## config.mk

```make
export PLATFORM = sky130hd
export DESIGN_NAME = frame_secded_syndrome
export DESIGN_NICKNAME = d
export VERILOG_FILES = /design/src/rtl/fsd_pkg.sv /design/src/rtl/fsd_word_term.sv /design/src/rtl/fsd_accum.sv /design/src/rtl/fsd_report.sv /design/src/rtl/frame_secded_syndrome.sv
export SDC_FILE = /design/constraint.sdc
export NUM_CORES = 1
export LEC_CHECK = 0
export BUFFER_PORTS_ARGS = -buffer_cell sky130_fd_sc_hd__buf_2
export CORE_MARGIN = 1
export CORE_UTILIZATION = 58
export CTS_CLUSTER_DIAMETER = 120
export DETAILED_ROUTE_END_ITERATION = 7
export PLACE_DENSITY = 0.94
export SYNTH_ARGS = -nofsm -noshare
export SYNTH_HDL_FRONTEND = slang
export SYNTH_HIERARCHICAL = 1
export SYNTH_SLANG_ARGS = --single-unit
```

## constraint.sdc

```tcl
create_clock -name clk -period 10.1 [get_ports clk]
set_input_delay 3.03 -clock clk [delete_from_list [all_inputs] [get_ports clk]]
set_output_delay 3.03 -clock clk [all_outputs]
set_load 0.01 [all_outputs]
```

## src/rtl/fsd_pkg.sv

```systemverilog
package fsd_pkg;
    typedef enum logic [1:0] {
        CLS_CLEAN  = 2'd0,
        CLS_SINGLE = 2'd1,
        CLS_DOUBLE = 2'd2
    } err_class_e;
endpackage

```

## src/rtl/fsd_word_term.sv

```systemverilog
module fsd_word_term #(
    parameter int WORD_W = 32,
    parameter int IDX_W  = 7,
    localparam int BIT_W = $clog2(WORD_W),
    localparam int SYN_W = IDX_W + BIT_W + 1
) (
    input  logic [WORD_W-1:0] word,
    input  logic [IDX_W-1:0]  idx,
    output logic [SYN_W-1:0]  term
);
    logic [BIT_W-1:0] masked [WORD_W];
    logic [BIT_W-1:0] lo_x;
    logic             par;

    generate
        for (genvar b = 0; b < WORD_W; b++) begin : g_mask
            assign masked[b] = word[b] ? BIT_W'(b) : '0;
        end
    endgenerate

    always_comb begin
        lo_x = '0;
        for (int i = 0; i < WORD_W; i++) begin
            lo_x = lo_x ^ masked[i];
        end
    end

    assign par  = ^word;
    assign term = {par, idx & {IDX_W{par}}, lo_x};
endmodule

```

## src/rtl/fsd_accum.sv

```systemverilog
module fsd_accum #(
    parameter int WORD_W = 32,
    parameter int IDX_W  = 7,
    localparam int BIT_W = $clog2(WORD_W),
    localparam int SYN_W = IDX_W + BIT_W + 1
) (
    input  logic              clk,
    input  logic              rst_n,
    input  logic              in_valid,
    input  logic              in_sof,
    input  logic              in_eof,
    input  logic [WORD_W-1:0] in_word,
    output logic              frame_done,
    output logic [SYN_W-1:0]  frame_syn
);
    typedef struct packed {
        logic [IDX_W-1:0] idx;
        logic [SYN_W-1:0] acc;
    } acc_st_t;

    acc_st_t          st_d, st_q;
    logic [IDX_W-1:0] base_idx;
    logic [SYN_W-1:0] base_acc;
    logic [SYN_W-1:0] term;
    logic [SYN_W-1:0] acc_new;

    assign base_idx = in_sof ? '0 : st_q.idx;
    assign base_acc = in_sof ? '0 : st_q.acc;

    fsd_word_term #(.WORD_W(WORD_W), .IDX_W(IDX_W)) u_term (
        .word (in_word),
        .idx  (base_idx),
        .term (term)
    );

    always_comb begin
        acc_new = base_acc ^ term;
        st_d    = st_q;
        if (in_valid) begin
            st_d.idx = base_idx + IDX_W'(1);
            st_d.acc = acc_new;
        end
    end

    always_ff @(posedge clk) begin
        if (!rst_n) st_q <= '0;
        else        st_q <= st_d;
    end

    assign frame_done = in_valid & in_eof;
    assign frame_syn  = acc_new;

    // a start beat restarts the word count
    p_sof_restart_r7: assert property (@(posedge clk) disable iff (!rst_n)
        (in_valid && in_sof) |=> (st_q.idx == IDX_W'(1)));

    // idle clocks leave the running state untouched
    p_gap_hold_r8: assert property (@(posedge clk) disable iff (!rst_n)
        !in_valid |=> ($stable(st_q.idx) && $stable(st_q.acc)));
endmodule

```

## src/rtl/fsd_report.sv

```systemverilog
module fsd_report
    import fsd_pkg::*;
#(
    parameter int WORD_W = 32,
    parameter int IDX_W  = 7,
    localparam int BIT_W = $clog2(WORD_W),
    localparam int POS_W = IDX_W + BIT_W,
    localparam int SYN_W = POS_W + 1
) (
    input  logic             clk,
    input  logic             rst_n,
    input  logic             frame_done,
    input  logic [SYN_W-1:0] frame_syn,
    output logic             syn_valid,
    output logic [SYN_W-1:0] syndrome,
    output logic             err_any,
    output logic             err_single,
    output logic [IDX_W-1:0] err_word,
    output logic [BIT_W-1:0] err_bit
);
    typedef struct packed {
        logic             valid;
        logic [SYN_W-1:0] syn;
        logic             any;
        logic             single;
        logic [IDX_W-1:0] loc_word;
        logic [BIT_W-1:0] loc_bit;
    } rep_st_t;

    rep_st_t    st_d, st_q;
    err_class_e cls;

    always_comb begin
        if (frame_syn == '0)           cls = CLS_CLEAN;
        else if (frame_syn[SYN_W-1])   cls = CLS_SINGLE;
        else                           cls = CLS_DOUBLE;
    end

    always_comb begin
        st_d       = st_q;
        st_d.valid = 1'b0;
        if (frame_done) begin
            st_d.valid    = 1'b1;
            st_d.syn      = frame_syn;
            st_d.any      = (cls != CLS_CLEAN);
            st_d.single   = (cls == CLS_SINGLE);
            st_d.loc_word = '0;
            st_d.loc_bit  = '0;
            if (cls == CLS_SINGLE) begin
                st_d.loc_word = frame_syn[POS_W-1:BIT_W];
                st_d.loc_bit  = frame_syn[BIT_W-1:0];
            end
        end
    end

    always_ff @(posedge clk) begin
        if (!rst_n) st_q <= '0;
        else        st_q <= st_d;
    end

    assign syn_valid  = st_q.valid;
    assign syndrome   = st_q.syn;
    assign err_any    = st_q.any;
    assign err_single = st_q.single;
    assign err_word   = st_q.loc_word;
    assign err_bit    = st_q.loc_bit;

    // strobe follows a last-word beat by one clock
    p_strobe_follows_eof_r6: assert property (@(posedge clk) disable iff (!rst_n)
        syn_valid |-> $past(frame_done));
    // results hold between strobes
    p_hold_between_r6: assert property (@(posedge clk) disable iff (!rst_n)
        !syn_valid |-> ($stable(syndrome) && $stable(err_any) && $stable(err_word)));
    // zero syndrome means no error flag
    p_clean_r3: assert property (@(posedge clk) disable iff (!rst_n)
        (syndrome == '0) |-> (!err_any && !err_single));
    // single error location matches the position field
    p_single_loc_r4: assert property (@(posedge clk) disable iff (!rst_n)
        err_single |-> (err_any && syndrome[SYN_W-1] && ({err_word, err_bit} == syndrome[POS_W-1:0])));
    // even-parity non-zero syndrome is an uncorrectable error
    p_double_r5: assert property (@(posedge clk) disable iff (!rst_n)
        (!syndrome[SYN_W-1] && (syndrome[POS_W-1:0] != '0)) |->
            (err_any && !err_single && err_word == '0 && err_bit == '0));
endmodule

```

## src/rtl/frame_secded_syndrome.sv

```systemverilog
module frame_secded_syndrome #(
    parameter int WORD_W = 32,
    parameter int IDX_W  = 7,
    localparam int BIT_W = $clog2(WORD_W),
    localparam int SYN_W = IDX_W + BIT_W + 1
) (
    input  logic              clk,
    input  logic              rst_n,
    input  logic              in_valid,
    input  logic              in_sof,
    input  logic              in_eof,
    input  logic [WORD_W-1:0] in_word,
    output logic              syn_valid,
    output logic [SYN_W-1:0]  syndrome,
    output logic              err_any,
    output logic              err_single,
    output logic [IDX_W-1:0]  err_word,
    output logic [BIT_W-1:0]  err_bit
);
    logic             frame_done;
    logic [SYN_W-1:0] frame_syn;

    fsd_accum #(.WORD_W(WORD_W), .IDX_W(IDX_W)) u_accum (
        .clk        (clk),
        .rst_n      (rst_n),
        .in_valid   (in_valid),
        .in_sof     (in_sof),
        .in_eof     (in_eof),
        .in_word    (in_word),
        .frame_done (frame_done),
        .frame_syn  (frame_syn)
    );

    fsd_report #(.WORD_W(WORD_W), .IDX_W(IDX_W)) u_report (
        .clk        (clk),
        .rst_n      (rst_n),
        .frame_done (frame_done),
        .frame_syn  (frame_syn),
        .syn_valid  (syn_valid),
        .syndrome   (syndrome),
        .err_any    (err_any),
        .err_single (err_single),
        .err_word   (err_word),
        .err_bit    (err_bit)
    );
endmodule

```

==> flow_summary.ini <==
[drt]
drc = 0
dr.pass1.iters = 4
routed_wl_um = 5700
wl_per_cell_um = 14.4
vias_per_cell = 5.42
drtAntennaViolNets = 0
dr_total_vias = 2151
drt_iter0_markers = 150

[finish]
final_cell_area_um2 = 3220
seqCellArea_um2 = 961
drive_gt1_share_pct = 27.4
final-instance-count-excl-fill = 397
fill_cells = 339
fin_util_pct = 68.7
num-nets-final = 380
diodes = 0
multi_input_area_um2 = 1740
area_delta_synth_final_pct = 14.0

[synth]
synth_top_area_share_pct = 34.0
yosysSeqAreaShare_pct = 34.0
synthTopCellsByArea = dfxtp_1 (34%), xnor2_1 (17%), nor2b_1 (7.3%), mux2i_1 (4.6%), o21ba_2 (4.6%)
synth_cells = 285
syn_area_um2 = 2830
yosysTopAreaCell = dfxtp_1
synthArstFlopShare_pct = 0
syn_avg_cell_area_um2 = 9.92
synth-seq-cells = 48
synth_flop_cell = dfxtp_1
synth_edf_count = 0
synth_cell_types = 43
synth_warnings = 6
synth_fp_nets = 323

[grt]
overflow = 0
gr-usage-met3_pct = 4.36
grt_pass1_vias = 1987
grt_util_met2_pct = 38.2
grt-busiest-layer = met2
grt_max_degree = 44
antenna_found_initial = 0
met1_usage_pct = 29.7
grt_pass1_wl_um = 9250
grtUsageTotal_pct = 22.9

[worst_setup_path]
crit_type = input port to flip-flop
reg2reg_from = u_accum/st_q[13]$_SDFFE_PN0P_
rrSetupSlack_ps = 8460
slowest_stage = xnor3_2
cp.arrival_ps = 5800
r2r_cells = 6
cp_cell_sequence = buf_2, xor2_2, xnor2_1, xor2_1, xnor2_1, xnor3_2, xnor2_1, and2_1, a21oi_1, nor2b_1
cpMostUsedCell = xnor2_1
end_kind = flip-flop
critPathLaunchType = input port
critPathMaxFanout = 10
cpPeakStageDelay_ps = 560
r2r_end = u_report/err_any$_SDFFE_PN0P_
critPathRequiredTime_ps = 10340

[clocking]
cts.hold.buffers_added = 0
clkSinkCount = 48
clkTransAtPathRegs_ps = 100
numCtsBuffers = 5
htreeDepth = 2
clk_latency_ps = 310
root_buffer = clkbuf_8
cts_buffer_depth = 2
cts_tree = done
cts_resized = 0
postCtsSetupBuffers = 0

[sta]
max_freq_ghz = 0.180
fin_tns_setup_ps = 0
worstMarginPinSlew_ps = 590
fin_worst_skew_ps = 9.61
finalHoldViolCount = 0
fin_crit_sh_pct = 55.0
slew_headroom_pct = 60.7
slew_viol_final = 0
setup_viol = 0
rsz0062_at_grt = no
period_minus_slack_ps = 5560

[floorplan]
die_h_um = 71.8
initial_core_util_pct = 60.2
rows = 25
fp.coreArea_um2 = 4690
dieWidth_um = 71.8
io_pins = 65
dieArea_um2 = 5160

[placed_design]
place_inst = 389
place_area_um2 = 3110
io_buffer_count = 64
hpwl_um = 4080
gp_congestion = 0.828

[hold_path]
worstHoldEndpoint = u_report/err_word[3]$_SDFFE_PN0P_
hold_start = u_report/err_word[3]$_SDFFE_PN0P_
hold_path_depth = 2
hp-class = flip-flop to flip-flop

[power_and_ir_drop]
p_leak_nw = 1.35
ir_drop_uv = 102
p_per_area_nw_per_um2 = 197

[run]
drv_cap = 0

[outcome]
outcome = finished clean
-- cell families (layout without fill, tap and decap cells) --
logic type,count (synthesis),in the layout,share of synthesized area (%)
fa+ha+maj,1,1,0.443
compound gates,53,53,13.3
flops,48,48,34.0
buf+inv,17,75,4.29
mux,13,13,4.60
simple gates,84,84,19.6
xor+xnor,69,69,23.7
-- placed cells by master, fill, tap and decap left out, types with 2 or more instances in the layout --
cell type,n
o21a_1,2
xor2_2,2
nor2b_1,33
mux2i_1,13
dfxtp_1,48
o211ai_1,2
a21oi_1,11
xor2_1,9
and2_1,10
and2b_1,4
buf_2,64
inv_1,2
a211o_1,2
nand4_1,3
nor2_1,4
o21ba_2,13
nand3_1,5
xnor2_1,54
clkbuf_8,5
nand2b_1,17
nor4_1,2
o21ai_0,14
a21boi_1,4
-- worst max-delay path by stage --
| stage | from | end | slack (ps) | depth (start not counted) |
|---|---|---|---|---|
| 2_1_floorplan | in_word[22] | u_report/err_word[6]$_SDFFE_PN0P_ | 4760 | 11 |
| 4_1_cts | in_word[22] | u_report/err_bit[1]$_SDFFE_PN0P_ | 4590 | 10 |
| 3_5_place_dp | in_word[22] | u_report/err_word[5]$_SDFFE_PN0P_ | 4320 | 10 |
| 3_3_place_gp | in_word[22] | u_report/err_bit[4]$_SDFFE_PN0P_ | 4480 | 10 |
| 6_report | in_word[22] | u_report/err_bit[1]$_SDFFE_PN0P_ | 4540 | 10 |
| 5_1_grt | in_word[22] | u_report/err_bit[3]$_SDFFE_PN0P_ | 4330 | 10 |
-- synthesized netlist by cell type, types with 2 or more instances --
cell	count
a21oi_1	11
a21boi_1	4
o21ai_0	14
nand2b_1	17
o21ba_2	13
buf_6	3
clkbuf_1	3
xor2_2	2
o211ai_1	2
and2_1	10
xnor2_1	54
inv_1	2
nand3_1	5
mux2i_1	13
o21a_1	2
nor2_1	4
nor4_1	2
nand4_1	3
and2b_1	4
a211o_1	2
dfxtp_1	48
buf_4	4
xor2_1	9
clkbuf_2	3
nor2b_1	33
-- power by group --
part / switching [mW] / internal [mW]
clock network: 0.0693 / 0.0746
registers: 0.0116 / 0.214
logic: 0.142 / 0.122
-- state kept, by name, summed over array words and instances (netlist names) --
register	cells
u_accum/st_q	20
u_report/err_any	1
u_report/err_bit	5
u_report/err_single	1
u_report/err_word	7
u_report/syn_valid	1
u_report/syndrome	13
-- cell type report --
type	count	share of cell area, %
multi-input cells	220	54.1
flip-flops and latches	48	29.8
repair buffers	65	10.2
clock buffers	5	2.14
well taps	54	2.10
clock inverters	3	1.44
inverters	2	0.233
-- worst max-delay path, delay by kind of cell --
kind	cells	cell delay [ps]
XOR/XNOR	6	1940
AND/OR/NAND/NOR	2	570
AO/OA/AOI/OAI	1	130
buffers and inverters	1	120
-- layer usage --
metal	up-vias	routed length, µm
met3	10	165
met2	51	2830
met5	-	0
met1	1027	2600
met4	0	99
li1	1063	-
-- metrics by stage --
| step | power (mW) | hold slack, ps | setup slack (ps) |
|---|---|---|---|
| after floorplan | 0.439 | 473 | 4760 |
| after global placement | 0.481 | 453 | 4480 |
| after detailed placement | 0.489 | 454 | 4320 |
| after CTS | 0.632 | 485 | 4590 |
| after global routing | 0.666 | 511 | 4330 |
| final | 0.634 | 482 | 4540 |
Power figures use the tool's default switching activity.
